==> src/rtl/crl_pkg.sv <==
package crl_pkg;
  localparam int PAGE_SHIFT = 12;
  localparam int PAGE_W     = 20;
  localparam int ADDR_W     = PAGE_W + PAGE_SHIFT;
  localparam int PROP_W     = 8;
  localparam int WORD_W     = 64;
  localparam int LEG_BLKS   = 6;
  localparam logic [3:0] LEG_FIRST_BLK = 4'hA;

  typedef struct packed {
    logic [PROP_W-1:0] rom_prop;
    logic [PAGE_W-1:0] rom_base;
    logic [PROP_W-1:0] dev_prop;
    logic [PAGE_W-1:0] sys_top;
    logic [PROP_W-1:0] sys_prop;
  } dflt_t;

  typedef struct packed {
    logic [WORD_W-LEG_BLKS*PROP_W-2:0] rsvd;
    logic                              en;
    logic [LEG_BLKS-1:0][PROP_W-1:0]   prop;
  } leg_t;

  typedef struct packed {
    logic [PAGE_W-1:0]                 end_pg;
    logic [PAGE_W-1:0]                 start_pg;
    logic [WORD_W-2*PAGE_W-PROP_W-2:0] rsvd;
    logic                              en;
    logic [PROP_W-1:0]                 prop;
  } range_t;
endpackage

==> src/rtl/crl_range_match.sv <==
module crl_range_match
  import crl_pkg::*;
(
  input  logic [PAGE_W-1:0] start_pg,
  input  logic [PAGE_W-1:0] end_pg,
  input  logic              en,
  input  logic [PAGE_W-1:0] page,
  output logic              hit
);
  logic above_start;
  logic below_end;

  always_comb begin
    above_start = (page >= start_pg);
    below_end   = (page <= end_pg);
    hit         = en && above_start && below_end;
  end
endmodule

==> src/rtl/crl_prio_pick.sv <==
module crl_prio_pick
  import crl_pkg::*;
#(
  parameter int NUM_RANGES = 8
) (
  input  logic [NUM_RANGES-1:0]             hit,
  input  logic [NUM_RANGES-1:0][PROP_W-1:0] props,
  output logic [NUM_RANGES-1:0]             grant,
  output logic                              any_hit,
  output logic [PROP_W-1:0]                 prop
);
  always_comb begin
    grant   = '0;
    any_hit = 1'b0;
    prop    = '0;
    for (int i = NUM_RANGES - 1; i >= 0; i--) begin
      if (hit[i]) begin
        grant    = '0;
        grant[i] = 1'b1;
        any_hit  = 1'b1;
        prop     = props[i];
      end
    end
  end
endmodule

==> src/rtl/crl_zone_decode.sv <==
module crl_zone_decode
  import crl_pkg::*;
(
  input  dflt_t                           dflt,
  input  logic                            leg_en,
  input  logic [LEG_BLKS-1:0][PROP_W-1:0] leg_prop,
  input  logic [PAGE_W-1:0]               page,
  output logic                            leg_hit,
  output logic [PROP_W-1:0]               prop
);
  logic              in_window;
  logic [PROP_W-1:0] zone_prop;
  logic [PROP_W-1:0] blk_prop;

  always_comb begin
    in_window = (page[PAGE_W-1:8] == '0) && (page[7:4] >= LEG_FIRST_BLK);
    leg_hit   = leg_en && in_window;

    if (page < dflt.sys_top) begin
      zone_prop = dflt.sys_prop;
    end else if (page < dflt.rom_base) begin
      zone_prop = dflt.dev_prop;
    end else begin
      zone_prop = dflt.rom_prop;
    end

    blk_prop = '0;
    for (int k = 0; k < LEG_BLKS; k++) begin
      if (page[7:4] == LEG_FIRST_BLK + 4'(k)) begin
        blk_prop = leg_prop[k];
      end
    end

    prop = leg_hit ? blk_prop : zone_prop;
  end
endmodule

==> src/rtl/cache_region_lookup.sv <==
module cache_region_lookup
  import crl_pkg::*;
#(
  parameter  int NUM_RANGES = 8,
  localparam int NUM_WORDS  = NUM_RANGES + 2,
  localparam int SEL_W      = $clog2(NUM_WORDS)
) (
  input  logic              clk,
  input  logic              rst_n,
  input  logic              cfg_we,
  input  logic [SEL_W-1:0]  cfg_sel,
  input  logic [WORD_W-1:0] cfg_wdata,
  input  logic              lk_valid,
  input  logic [ADDR_W-1:0] lk_addr,
  output logic              res_valid,
  output logic [PROP_W-1:0] res_prop
);
  localparam logic [SEL_W-1:0] SEL_DFLT = SEL_W'(0);
  localparam logic [SEL_W-1:0] SEL_LEG  = SEL_W'(1);

  // setting words: next state and registers
  dflt_t                        dflt_q, dflt_d;
  leg_t                         leg_q, leg_d;
  range_t [NUM_RANGES-1:0]      rng_q, rng_d;

  always_comb begin
    dflt_d = dflt_q;
    leg_d  = leg_q;
    rng_d  = rng_q;
    if (cfg_we) begin
      if (cfg_sel == SEL_DFLT) begin
        dflt_d = dflt_t'(cfg_wdata);
      end else if (cfg_sel == SEL_LEG) begin
        leg_d = leg_t'(cfg_wdata);
      end else begin
        for (int i = 0; i < NUM_RANGES; i++) begin
          if (cfg_sel == SEL_W'(i + 2)) begin
            rng_d[i] = range_t'(cfg_wdata);
          end
        end
      end
    end
  end

  always_ff @(posedge clk or negedge rst_n) begin
    if (!rst_n) begin
      dflt_q <= '0;
      leg_q  <= '0;
      rng_q  <= '0;
    end else begin
      dflt_q <= dflt_d;
      leg_q  <= leg_d;
      rng_q  <= rng_d;
    end
  end

  // lookup datapath
  logic [PAGE_W-1:0]                 lk_page;
  logic [NUM_RANGES-1:0]             hit_vec;
  logic [NUM_RANGES-1:0]             grant_vec;
  logic [NUM_RANGES-1:0][PROP_W-1:0] rng_props;
  logic [NUM_RANGES-1:0]             rsvd_fold;
  logic                              rng_any;
  logic [PROP_W-1:0]                 rng_prop;
  logic                              leg_hit;
  logic [PROP_W-1:0]                 zone_prop;
  logic [PROP_W-1:0]                 prop_d;
  logic                              unused_bits;

  assign lk_page = lk_addr[ADDR_W-1:PAGE_SHIFT];

  for (genvar g = 0; g < NUM_RANGES; g++) begin : g_rng
    assign rng_props[g] = rng_q[g].prop;
    assign rsvd_fold[g] = ^rng_q[g].rsvd;
    crl_range_match u_match (
      .start_pg (rng_q[g].start_pg),
      .end_pg   (rng_q[g].end_pg),
      .en       (rng_q[g].en),
      .page     (lk_page),
      .hit      (hit_vec[g])
    );
  end

  crl_prio_pick #(.NUM_RANGES(NUM_RANGES)) u_pick (
    .hit     (hit_vec),
    .props   (rng_props),
    .grant   (grant_vec),
    .any_hit (rng_any),
    .prop    (rng_prop)
  );

  crl_zone_decode u_zone (
    .dflt     (dflt_q),
    .leg_en   (leg_q.en),
    .leg_prop (leg_q.prop),
    .page     (lk_page),
    .leg_hit  (leg_hit),
    .prop     (zone_prop)
  );

  assign prop_d      = rng_any ? rng_prop : zone_prop;
  assign unused_bits = ^{lk_addr[PAGE_SHIFT-1:0], leg_q.rsvd, rsvd_fold};

  // result register with clock enable on the code
  always_ff @(posedge clk or negedge rst_n) begin
    if (!rst_n) begin
      res_valid <= 1'b0;
      res_prop  <= '0;
    end else begin
      res_valid <= lk_valid;
      if (lk_valid) begin
        res_prop <= prop_d;
      end
    end
  end
endmodule

==> config.mk <==
export PLATFORM = sky130hd
export DESIGN_NAME = cache_region_lookup
export DESIGN_NICKNAME = d
export VERILOG_FILES = /design/src/rtl/crl_pkg.sv /design/src/rtl/crl_range_match.sv /design/src/rtl/crl_prio_pick.sv /design/src/rtl/crl_zone_decode.sv /design/src/rtl/cache_region_lookup.sv
export SDC_FILE = /design/constraint.sdc
export NUM_CORES = 1
export LEC_CHECK = 0
export BUFFER_PORTS_ARGS = -buffer_cell sky130_fd_sc_hd__buf_2
export CORE_UTILIZATION = 51
export DETAILED_ROUTE_END_ITERATION = 12
export MAX_ROUTING_LAYER = met4
export PLACE_DENSITY = 0.68
export RECOVER_POWER = 50
export SLEW_MARGIN = 10
export SYNTH_ARGS = -nofsm -noshare
export SYNTH_HDL_FRONTEND = slang
export SYNTH_SLANG_ARGS = --single-unit
==> constraint.sdc <==
create_clock -name clk -period 8.99 [get_ports clk]
set_input_delay 0.4495 -clock clk [delete_from_list [all_inputs] [get_ports clk]]
set_output_delay 0.4495 -clock clk [all_outputs]
set_load 0.05 [all_outputs]
==> metrics.md, run 1 <==
| Metric | Value |
|---|---|
| Status | complete, but fails checks |
| Failing checks | max-capacitance violations, max-slew violations |
| Number of global-route vias before repair | 21.5k |
| Post-CTS Setup Bufs | 0 |
| Sequential cell area | 12900 um^2 |
| Die Ht | 240 um |
| Placed Cells | 3542 |
| # resized after CTS | 0 |
| Vias/cell | 5.83 |
| All-Layer GR Usage | 0.289 |
| Hold Vio Cnt, Final | 0 |
| Initial Utilization | 0.520 |
| Yosys reg bits | 514 |
| GRT overflow | 0 |
| P&R area growth vs syn | 10.4% |
| Worst-Margin Slew | 4180 ps |
| Top_reg_cell synth | dfrtp_1 |
| RD Place Congestion | 0.866 |
| First-pass GRT wire length | 122 mm |
| PD cells | 238 nW/um^2 |
| FFs w/ async S/R, synth | 1.00 |
| Critical Path AT | 4640 ps |
| Distinct cells, synth | 64 |
| WL/cell | 21.7 um |
| Inserted Clock Buffers | 56 |
| Worst path required time | 9300 ps |
| Mapped cell area | 29000 um^2 |
| Fin cells | 3648 |
| Worst hold margin | 68.7 ps |
| Post-route cell area | 32000 um^2 |
| Port Buffer Count | 100 |
| Placed Area | 30100 um^2 |
| First-iteration detailed-routing DRC count | 1457 |
| Drt total wl | 79.1 mm |
| Dpl hpwl | 51.4 mm |
| Final Core Density | 0.575 |
| Final setup viols | 0 |
| Total power | 7.61 mW |
| Fill cells | 4723 |
| Die Width | 240 um |
| Worst setup path start | cfg_sel[3] |
| Final setup margin | 4660 ps |
| Sum Neg Setup Slack | 0 ps |
| Clk pin slew, worst setup/hold paths | 60 ps |
| Final nets | 3315 |
| Final min period | 4330 ps |
| 1st-pass router iterations | 5 |
| Antenna violations before repair | 3 |
| Pre-CTS setup slack | 4200 ps |
| Clk Latency, worst-skew pair | 630 ps |
| Max_slew headroom | -1.79 |
| Crit path max fanout | 87 |
| Register area share after synthesis | 0.444 |
| Layout cell share with drive strength beyond 1 | 0.188 |
| HP Class | in -> reg |
| Syn nets | 3266 |
| P_leak | 15.3 nW |
| Worst R2R Start | rng_q[127] |
| Final Max Tran Viols | 618 |
| Most common library cells after synthesis | dfrtp_1 (514), ha_1 (358), inv_1 (356) |
| Hold buffers post-CTS | 1 |
| Die footprint | 57700 um^2 |
| Count leader, synth | dfrtp_1 |
| Critical path class | in -> reg |
| Gate Count Post-Synth | 2804 |
| Core area | 55600 um^2 |
| Hold Crit Start | cfg_wdata[9] |
| Crit end category | register |
| Ports | 113 |
| Crit share post-route | 0.481 |
| RSZ-0062 raised after global routing | no |
| Clock root cell | clkbuf_16 |
| Share of the synthesized area in the top cell type | 0.444 |
| Deepest clock path buffer count | 3 |
| DR DRC count | 0 |
| Warnings from Yosys | 0 |
| Leading area contributor after synthesis | dfrtp_1 |
| TritonCTS clock tree | yes |
| Sink Count | 514 |
| Largest net degree at the start of global routing | 170 |
| Clk_skew | 21.8 ps |
| Maximum clock rate | 231 MHz |
| Peak supply drop | 0.172 mV |
| CTS H-tree depth | 2 |
| Multi-input gate area | 14200 um^2 |
| Avg Inst Size Synth | 10.3 um^2 |
| Number of synthesized flops with an enable pin | 0 |
| Row cnt | 86 |
| Via Count | 21.3k |
| Type of origin of the critical path | primary input |
| Final ANT Viol Nets | 0 |
| Max_cap viols | 9 |
| Top cells by area, synth | dfrtp_1 (44%), ha_1 (15%), mux2_2 (12%) |
-- power breakdown --
group / internal (mW) / total [mW] / switching [mW]
registers: 2.87 / 3.10 / 0.239
clock network: 1.42 / 2.39 / 0.976
logic: 0.915 / 2.11 / 1.20
total: 5.20 / 7.61 / 2.41
-- area by class of cell --
type / count / share of cell area
clock buffers: 77 / 0.0504
repair buffers: 129 / 0.0222
well taps: 748 / 0.0293
flip-flops and latches: 514 / 0.402
multi-input cells: 1796 / 0.445
clock inverters: 26 / 0.00924
diodes: 2 / 0.000157
inverters: 356 / 0.0418
-- state kept, by name, summed over array words and instances, names as in the netlist --
signal / count
dflt_q: 64
leg_q: 49
res_prop: 8
res_valid: 1
rng_props: 64
rng_q: 328
-- critical path, cell delays in order --
cell	delay [ps]
clkbuf_1	150
nand2b_1	280
nor2_1	190
and3_2	190
clkbuf_1	2920
o21ai_0	430
-- path summary, 6_finish.rpt --
path | end | slack (ps) | cells past startpoint
worst max-delay path | rng_q[103] | 4660 | 6
worst min-delay path | leg_q[9] | 70 | 2
worst max register to register | res_prop[4] | 4920 | 12
worst min register to register | rng_q[436] | 500 | 1
max in group asynchronous | rng_q[159] | 6510 | 4
min in group asynchronous | rng_q[118] | 440 | 2
-- layout by cell type, fill, tap and decap left out, drive strengths merged, types with 4 or more instances in the layout --
cell type	instances
dfrtp	514
a2111oi	6
bufinv	6
nor2	58
a211oi	18
a21boi	6
nand2b	8
nor4	9
inv	357
a31oi	7
buf	107
o21ba	5
nand2	292
nor3	21
o221ai	6
a21oi	120
nor2b	25
o2111ai	5
o22ai	7
nand3	35
a21o	42
mux2	321
and3	6
clkinv	19
clkbuf	98
a22oi	6
o31ai	5
o211ai	14
mux2i	16
nor3b	5
nand4	54
a221oi	18
or4	4
ha	358
a211o	9
and4	8
o21ai	260
a221o	4
o21a	8
a41oi	5
-- logic make-up after synthesis --
family | count (synthesis) | share of synthesized area
compound gates | 569 | 0.120
fa+ha+maj | 358 | 0.155
buf+inv | 494 | 0.0661
flops | 514 | 0.444
mux | 337 | 0.130
simple gates | 532 | 0.0845
-- per-layer routing --
layer / global-route usage / vias to the layer above / part of all wire
met5: - / - / 0
met4: 0.105 / 0 / 0.033
met2: 0.475 / 567 / 0.48
met3: 0.0355 / 172 / 0.054
li1: - / 9842 / -
met1: 0.366 / 10700 / 0.43
No activity file was read; power rests on OpenSTA's default activity.
==> inputs of run 2 (changes only) <==
==> constraint.sdc (replaced) <==
create_clock -name clk -period 4.1 [get_ports clk]
set_input_delay 0.205 -clock clk [delete_from_list [all_inputs] [get_ports clk]]
set_output_delay 0.205 -clock clk [all_outputs]
set_load 0.05 [all_outputs]
==> run 2 against run 1 <==
The run still ends with max-capacitance violations, max-slew violations left. Via count up 2.3%. Clock skew up 5.8 ps. Sequential power up 120%. Global-route usage up 0.95 points. Core utilization up 2.0 points. Final cell count up 2.8%. Wire length up 2.2%. Die area unchanged. Cell area up 3.6%. Critical endpoint is now res_prop[3]. Largest cell class unchanged. Largest power group unchanged.
==> metrics.md, run 2 (synthesized netlist as in run 1, its figures left out) <==
| Metric | Value |
|---|---|
| Drt total wl | 80.9 mm (+2.2%) |
| Hold Vio Cnt, Final | 0 (unchanged) |
| Layout cell share with drive strength beyond 1 | 0.203 (+0.0145) |
| Inserted Diodes | 0 (-2) |
| Dpl hpwl | 56.0 mm (+9.1%) |
| Clock Power Share | 0.330 (+0.015) |
| Placed Area | 30500 um^2 (+1.3%) |
| Peak supply drop | 0.394 mV (+130%) |
| Commonest non-fill, non-tap cell in the layout | dfrtp_1 |
| Deepest clock path buffer count | 3 (unchanged) |
| Inserted Clock Buffers | 55 (-1.8%) |
| GRT overflow | 0 (unchanged) |
| Reg power frac | 0.394 (-0.014) |
| Hold Crit Start | cfg_wdata[48] |
| Worst setup path start | rng_q[410] |
| Fill cells | 4578 (-3.1%) |
| Row cnt | 86 (unchanged) |
| Clk pin slew, worst setup/hold paths | 60 ps (about the same) |
| P&R area growth vs syn | 14.4% |
| Vias/cell | 5.80 (-0.45%) |
| PD cells | 523 nW/um^2 (+120%) |
| Hold buffers post-CTS | 59 (+58) |
| Failing checks | max-capacitance violations, max-slew violations |
| RSZ-0062 raised after global routing | no |
| Core area | 55600 um^2 (unchanged) |
| P_leak | 15.9 nW (+3.8%) |
| Clock root cell | clkbuf_16 |
| Max reg flops | 328 (unchanged) |
| Final min period | 3500 ps |
| Sum Neg Setup Slack | 0 ps (unchanged) |
| Worst R2R Start | rng_q[410] |
| Clk_skew | 27.6 ps (+5.78 ps) |
| Final setup viols | 0 (unchanged) |
| Critical path class | reg -> reg |
| Number of global-route vias before repair | 22.2k (+3.3%) |
| Die footprint | 57700 um^2 (unchanged) |
| Maximum clock rate | 286 MHz |
| CTS H-tree depth | 2 (unchanged) |
| All-Layer GR Usage | 0.298 (+0.00949) |
| Ports | 113 (unchanged) |
| First-pass GRT wire length | 127 mm (+3.5%) |
| Final Max Tran Viols | 312 (-50%) |
| First-iteration detailed-routing DRC count | 1421 (-2.5%) |
| Final ANT Viol Nets | 0 (unchanged) |
| Die Width | 240 um (unchanged) |
| Crit path max fanout | 5 (-94%) |
| TritonCTS clock tree | yes |
| Antenna violations before repair | 0 (-3) |
| Largest net degree at the start of global routing | 100 (-41%) |
| Multi-input gate area | 14200 um^2 (about the same) |
| HP Class | in -> reg |
| 1st-pass router iterations | 6 (+1) |
| Final nets | 3417 (+3.1%) |
| Commonest non-fill, non-tap cells in the layout | dfrtp_1 (514), ha_1 (358), inv_1 (356) |
| Port Buffer Count | 100 (unchanged) |
| Status | complete, but fails checks |
| Sink Count | 514 (unchanged) |
| Post-route cell area | 33100 um^2 (+3.6%) |
| Critical Path AT | 4060 ps (-580 ps) |
| Reg with most FFs | rng_q |
| Die Ht | 240 um (unchanged) |
| Switching share of power | 0.311 (-0.00615) |
| Worst-Margin Slew | 3650 ps (-535 ps) |
| Via Count | 21.8k (+2.3%) |
| Initial Utilization | 0.520 (unchanged) |
| # resized after CTS | 0 (unchanged) |
| DR DRC count | 0 (unchanged) |
| Combinational share of power | 0.276 (-0.002) |
| Max_cap viols | 4 (-5) |
| Sequential cell area | 12900 um^2 (unchanged) |
| Int Power | 11.9 mW (+130%) |
| Type of origin of the critical path | register |
| Post-CTS Setup Bufs | 0 (unchanged) |
| Worst path required time | 4660 ps (-4640 ps) |
| Crit share post-route | 0.854 |
| Max_slew headroom | -1.43 (+0.357) |
| Clk Latency, worst-skew pair | 640 ps (about the same) |
| Psw | 5.38 mW (+120%) |
| RD Place Congestion | 0.912 (+5.4%) |
| WL/cell | 21.6 um (-0.54%) |
| Crit end category | register |
[run 2: cell count changes in the layout (fill, tap and decap cells not counted), sizes merged, moves of 3 or more]
cell,previous run,this run
clkinv,19,9
bufinv,6,12
clkbuf,98,91
clkinvlp,0,3
dlygate4sd3,1,59
buf,107,159
[run 2: metal layers]
metal / vias up / GRT usage / routed length, um
met4: 0 / 0.112 / 2910
li1: 10000 / - / -
met3: 151 / 0.0365 / 4050
met2: 578 / 0.484 / 38600
met1: 11000 / 0.382 / 35300
met5: - / - / 0
[run 2: metrics by stage]
stage	setup slack [ps]	util	total power, mW	hold WS, ps	cells
6_report	598	0.595	17.3	30.0	3750
5_1_grt	258	0.595	18.3	32.5	3750
4_1_cts	583	0.597	17.4	7.65	3750
3_5_place_dp	415	0.548	11.6	253	3587
3_3_place_gp	418	0.548	11.3	248	3587
2_1_floorplan	1040	-	10.0	-90.6	2804
[run 2: final timing paths]
| path | to | slack (ps) | cells after the start |
|---|---|---|---|
| min in group asynchronous | rng_q[115] | 730 | 2 |
| worst min register to register | dflt_q[0] | 500 | 1 |
| worst max-delay path | res_prop[3] | 600 | 13 |
| worst max register to register | res_prop[3] | 600 | 13 |
| worst min-delay path | rng_q[240] | 30 | 3 |
| max in group asynchronous | rng_q[314] | 890 | 3 |
[run 2: power by group through the flow]
| stage | Sequential (mW) | Combinational (mW) | Clock (mW) |
|---|---|---|---|
| after floorplan | 6.85 | 3.18 | 0 |
| after global placement | 6.84 | 4.42 | 0 |
| after detailed placement | 6.89 | 4.70 | 0 |
| after CTS | 6.81 | 4.79 | 5.79 |
| after global routing | 6.95 | 5.39 | 5.98 |
| final | 6.82 | 4.78 | 5.71 |
[run 2: layout make-up]
type | instances | share of cell area
Clock buffer | 77 | 0.0489
Tap cell | 748 | 0.0283
Inverter | 356 | 0.0404
Clock inverter | 27 | 0.0146
Multi-Input combinational cell | 1796 | 0.430
Sequential cell | 514 | 0.388
Timing Repair Buffer | 232 | 0.0497
[run 2: critical path: stages (launching register included)]
cell and delay, ps:
dfrtp_1 350, inv_1 50, ha_1 300, a211oi_1 220
o21ai_1 90, a41oi_1 300, o21ai_0 190, a211o_1 420
a311oi_4 500, buf_4 220, a221oi_1 80, nor3_1 330
o221ai_1 190, a31oi_1 190
==> inputs of run 3 (changes only) <==
--- a/config.mk
+++ b/config.mk
@@ -6,6 +6,7 @@
 export NUM_CORES = 1
 export LEC_CHECK = 0
 export BUFFER_PORTS_ARGS = -buffer_cell sky130_fd_sc_hd__buf_2
+export CORE_MARGIN = 2
 export CORE_UTILIZATION = 51
 export DETAILED_ROUTE_END_ITERATION = 12
 export MAX_ROUTING_LAYER = met4
==> run 3 against run 2 <==
The run still ends with max-capacitance violations, max-slew violations left. Core utilization decreased by 0.88 points. Combinational power about the same. Non-clock buffer count down 3. Maximum frequency fell by 0.71%. Die area is 1.7% higher. Via count increased by 0.67%. Critical path depth is 2 lower. Clock skew grew 8.2 ps. Clock power down 5.8%. First-iteration DRC count up 8.1%. Cell area is 0.33% lower. Largest cell class unchanged.
==> metrics.md, run 3 (synthesized netlist as in run 1, its figures left out) <==
| Metric | Value |
|---|---|
| Deepest clock path buffer count | 3 (unchanged) |
| Clk pin slew, worst setup/hold paths | 60 ps (about the same) |
| Initial Utilization | 0.514 (-0.00598) |
| Vias/cell | 5.83 (+0.51%) |
| Critical Path AT | 4050 ps (about the same) |
| Worst setup path start | rng_q[344] |
| TritonCTS clock tree | yes |
| Clock root cell | clkbuf_16 |
| Maximum clock rate | 284 MHz (-0.71%) |
| Sum Neg Setup Slack | 0 ps (unchanged) |
| CP top delay family | compound AO/OA/AOI/OAI gates |
| Flop-to-flop setup slack | 570 ps (-30 ps) |
| Ports | 113 (unchanged) |
| Final Max Tran Viols | 480 (+54%) |
| All-Layer GR Usage | 0.289 (-0.00879) |
| Reg with most FFs | rng_q |
| Antenna violations before repair | 4 (+4) |
| Worst path cell trace | ha_1 -> nand2b_1 -> a21oi_1 -> o21ai_0 -> a311oi_1 -> o21ai_0 -> o211a_4 -> nor4_4 -> nand2_2 -> o41ai_1 -> o21ba_1 |
| Commonest non-fill, non-tap cells in the layout | dfrtp_1 (514), ha_1 (358), inv_1 (356) |
| Layout cell share with drive strength beyond 1 | 0.201 (-0.00180) |
| Drt total wl | 81.9 mm (+1.2%) |
| RD Place Congestion | 0.870 (-4.6%) |
| Commonest non-fill, non-tap cell in the layout | dfrtp_1 |
| RR Endpoint | res_prop[4] |
| Final setup margin | 573 ps (-25.2 ps) |
| P&R area growth vs syn | 14.0% |
| Worst-Margin Slew | 3400 ps (-245 ps) |
| Hold Path Depth | 3 (unchanged) |
| Failing checks | max-capacitance violations, max-slew violations |
| Port Buffer Count | 100 (unchanged) |
| First-pass GRT wire length | 128 mm (+1.1%) |
| Hold Crit Start | cfg_wdata[32] |
| Final ANT Viol Nets | 0 (unchanged) |
| Most used cell, CP | o21ai_0 |
| Critical Path Max Stage Delay | 660 ps (+160 ps) |
| Hold EP | rng_q[352] |
| Row cnt | 87 (+1.2%) |
| Max_cap viols | 7 (+3) |
| Crit path max fanout | 17 (+12) |
| Final setup viols | 0 (unchanged) |
| PD cells | 516 nW/um^2 (-1.3%) |
| Largest net degree at the start of global routing | 102 (+2.0%) |
| GRT overflow | 0 (unchanged) |
| Die Width | 242 um (+0.83%) |
| Worst path required time | 4630 ps (-30 ps) |
| Core area | 56300 um^2 (+1.2%) |
| Die Ht | 242 um (+0.83%) |
| 1st-pass router iterations | 5 (-1) |
| Max reg flops | 328 (unchanged) |
| Slowest-stage cell, CP | a311oi_1 |
| Post-CTS Setup Bufs | 0 (unchanged) |
| Inserted Clock Buffers | 56 (+1.8%) |
| Pre-CTS setup slack | 232 ps (-183 ps) |
| DR DRC count | 0 (unchanged) |
| Final nets | 3415 (-0.059%) |
| HP Class | in -> reg |
| Crit share post-route | 0.860 (+0.00615) |
| Final min period | 3530 ps (+25.2 ps) |
| WL/cell | 21.8 um (+1.1%) |
| Hold Vio Cnt, Final | 0 (unchanged) |
| Sink Count | 514 (unchanged) |
| Clk Latency, worst-skew pair | 650 ps (about the same) |
| CTS H-tree depth | 2 (unchanged) |
| RSZ-0062 raised after global routing | no |
| Type of origin of the critical path | register |
| Crit end category | register |
| Max_slew headroom | -1.27 (+0.163) |
| Die footprint | 58700 um^2 (+1.7%) |
| P_leak | 15.9 nW (-0.35%) |
| Number of global-route vias before repair | 22.7k (+2.1%) |
| CP bufs+invs | 0 (-2) |
| Fill cells | 4689 (+2.4%) |
| Via Count | 21.9k (+0.67%) |
| Final Core Density | 0.586 (-0.00877) |
| Total power | 17.0 mW (-1.6%) |
| Status | complete, but fails checks |
| R2R depth | 11 (-2) |
| Critical path class | reg -> reg |
| Worst R2R Start | rng_q[344] |
| Dpl hpwl | 56.2 mm (+0.21%) |
| Peak supply drop | 0.357 mV (-9.3%) |
| Clk_skew | 35.8 ps (+8.18 ps) |
| First-iteration detailed-routing DRC count | 1536 (+8.1%) |
## run 3: timing repair
item,4_1_cts,5_1_grt
endpoints found under the hold margin,300,0
gates resized for setup,0,0
hold buffers,55,0
## run 3: area by class of cell
class                   count  area [um^2]  share of cell area
diodes                      1         2.50           0.0000758
clock buffers              82         1680              0.0509
clock inverters            22          304             0.00921
inverters                 356         1340              0.0405
multi-input cells        1796        14200               0.431
flip-flops and latches    514        12900               0.390
well taps                 756          946              0.0287
repair buffers            229         1660              0.0503
## run 3: layer usage
metal  wire length (um)  global-route usage  up-vias
met5                  0                   -        -
met4               2970               0.107        0
li1                   -                   -    10000
met1              35100               0.369    11100
met2              39500               0.477      612
met3               4320              0.0321      181
## run 3: where the power goes
part	switching [mW]	internal, mW
sequential	0.543	6.28
clock	2.17	3.22
combinational	2.68	2.13
## run 3: tightest hold or removal path: cells and delay by family
family / cells / cell delay, ps
AOI/OAI and AO/OA: 1 / 80
and+or+nand+nor: 1 / 100
buffers and inverters: 1 / 240
## run 3: stage by stage
step	cells	instance area [um^2]	hold slack, ps
after floorplan	2804	29000	-90.6
after global placement	3596	30500	323
after detailed placement	3596	30500	319
after CTS	3755	33100	2.59
after global routing	3756	33000	25.1
final	3756	33000	40.2
## run 3: worst max-delay path by stage
stage / to / slack [ps] / depth (start not counted)
CTS: res_prop[4] / 610 / 11
global route: res_prop[4] / 360 / 11
detailed placement: res_prop[7] / 230 / 12
global placement: res_prop[0] / 360 / 14
finish: res_prop[4] / 570 / 11
floorplan: res_prop[4] / 1040 / 12
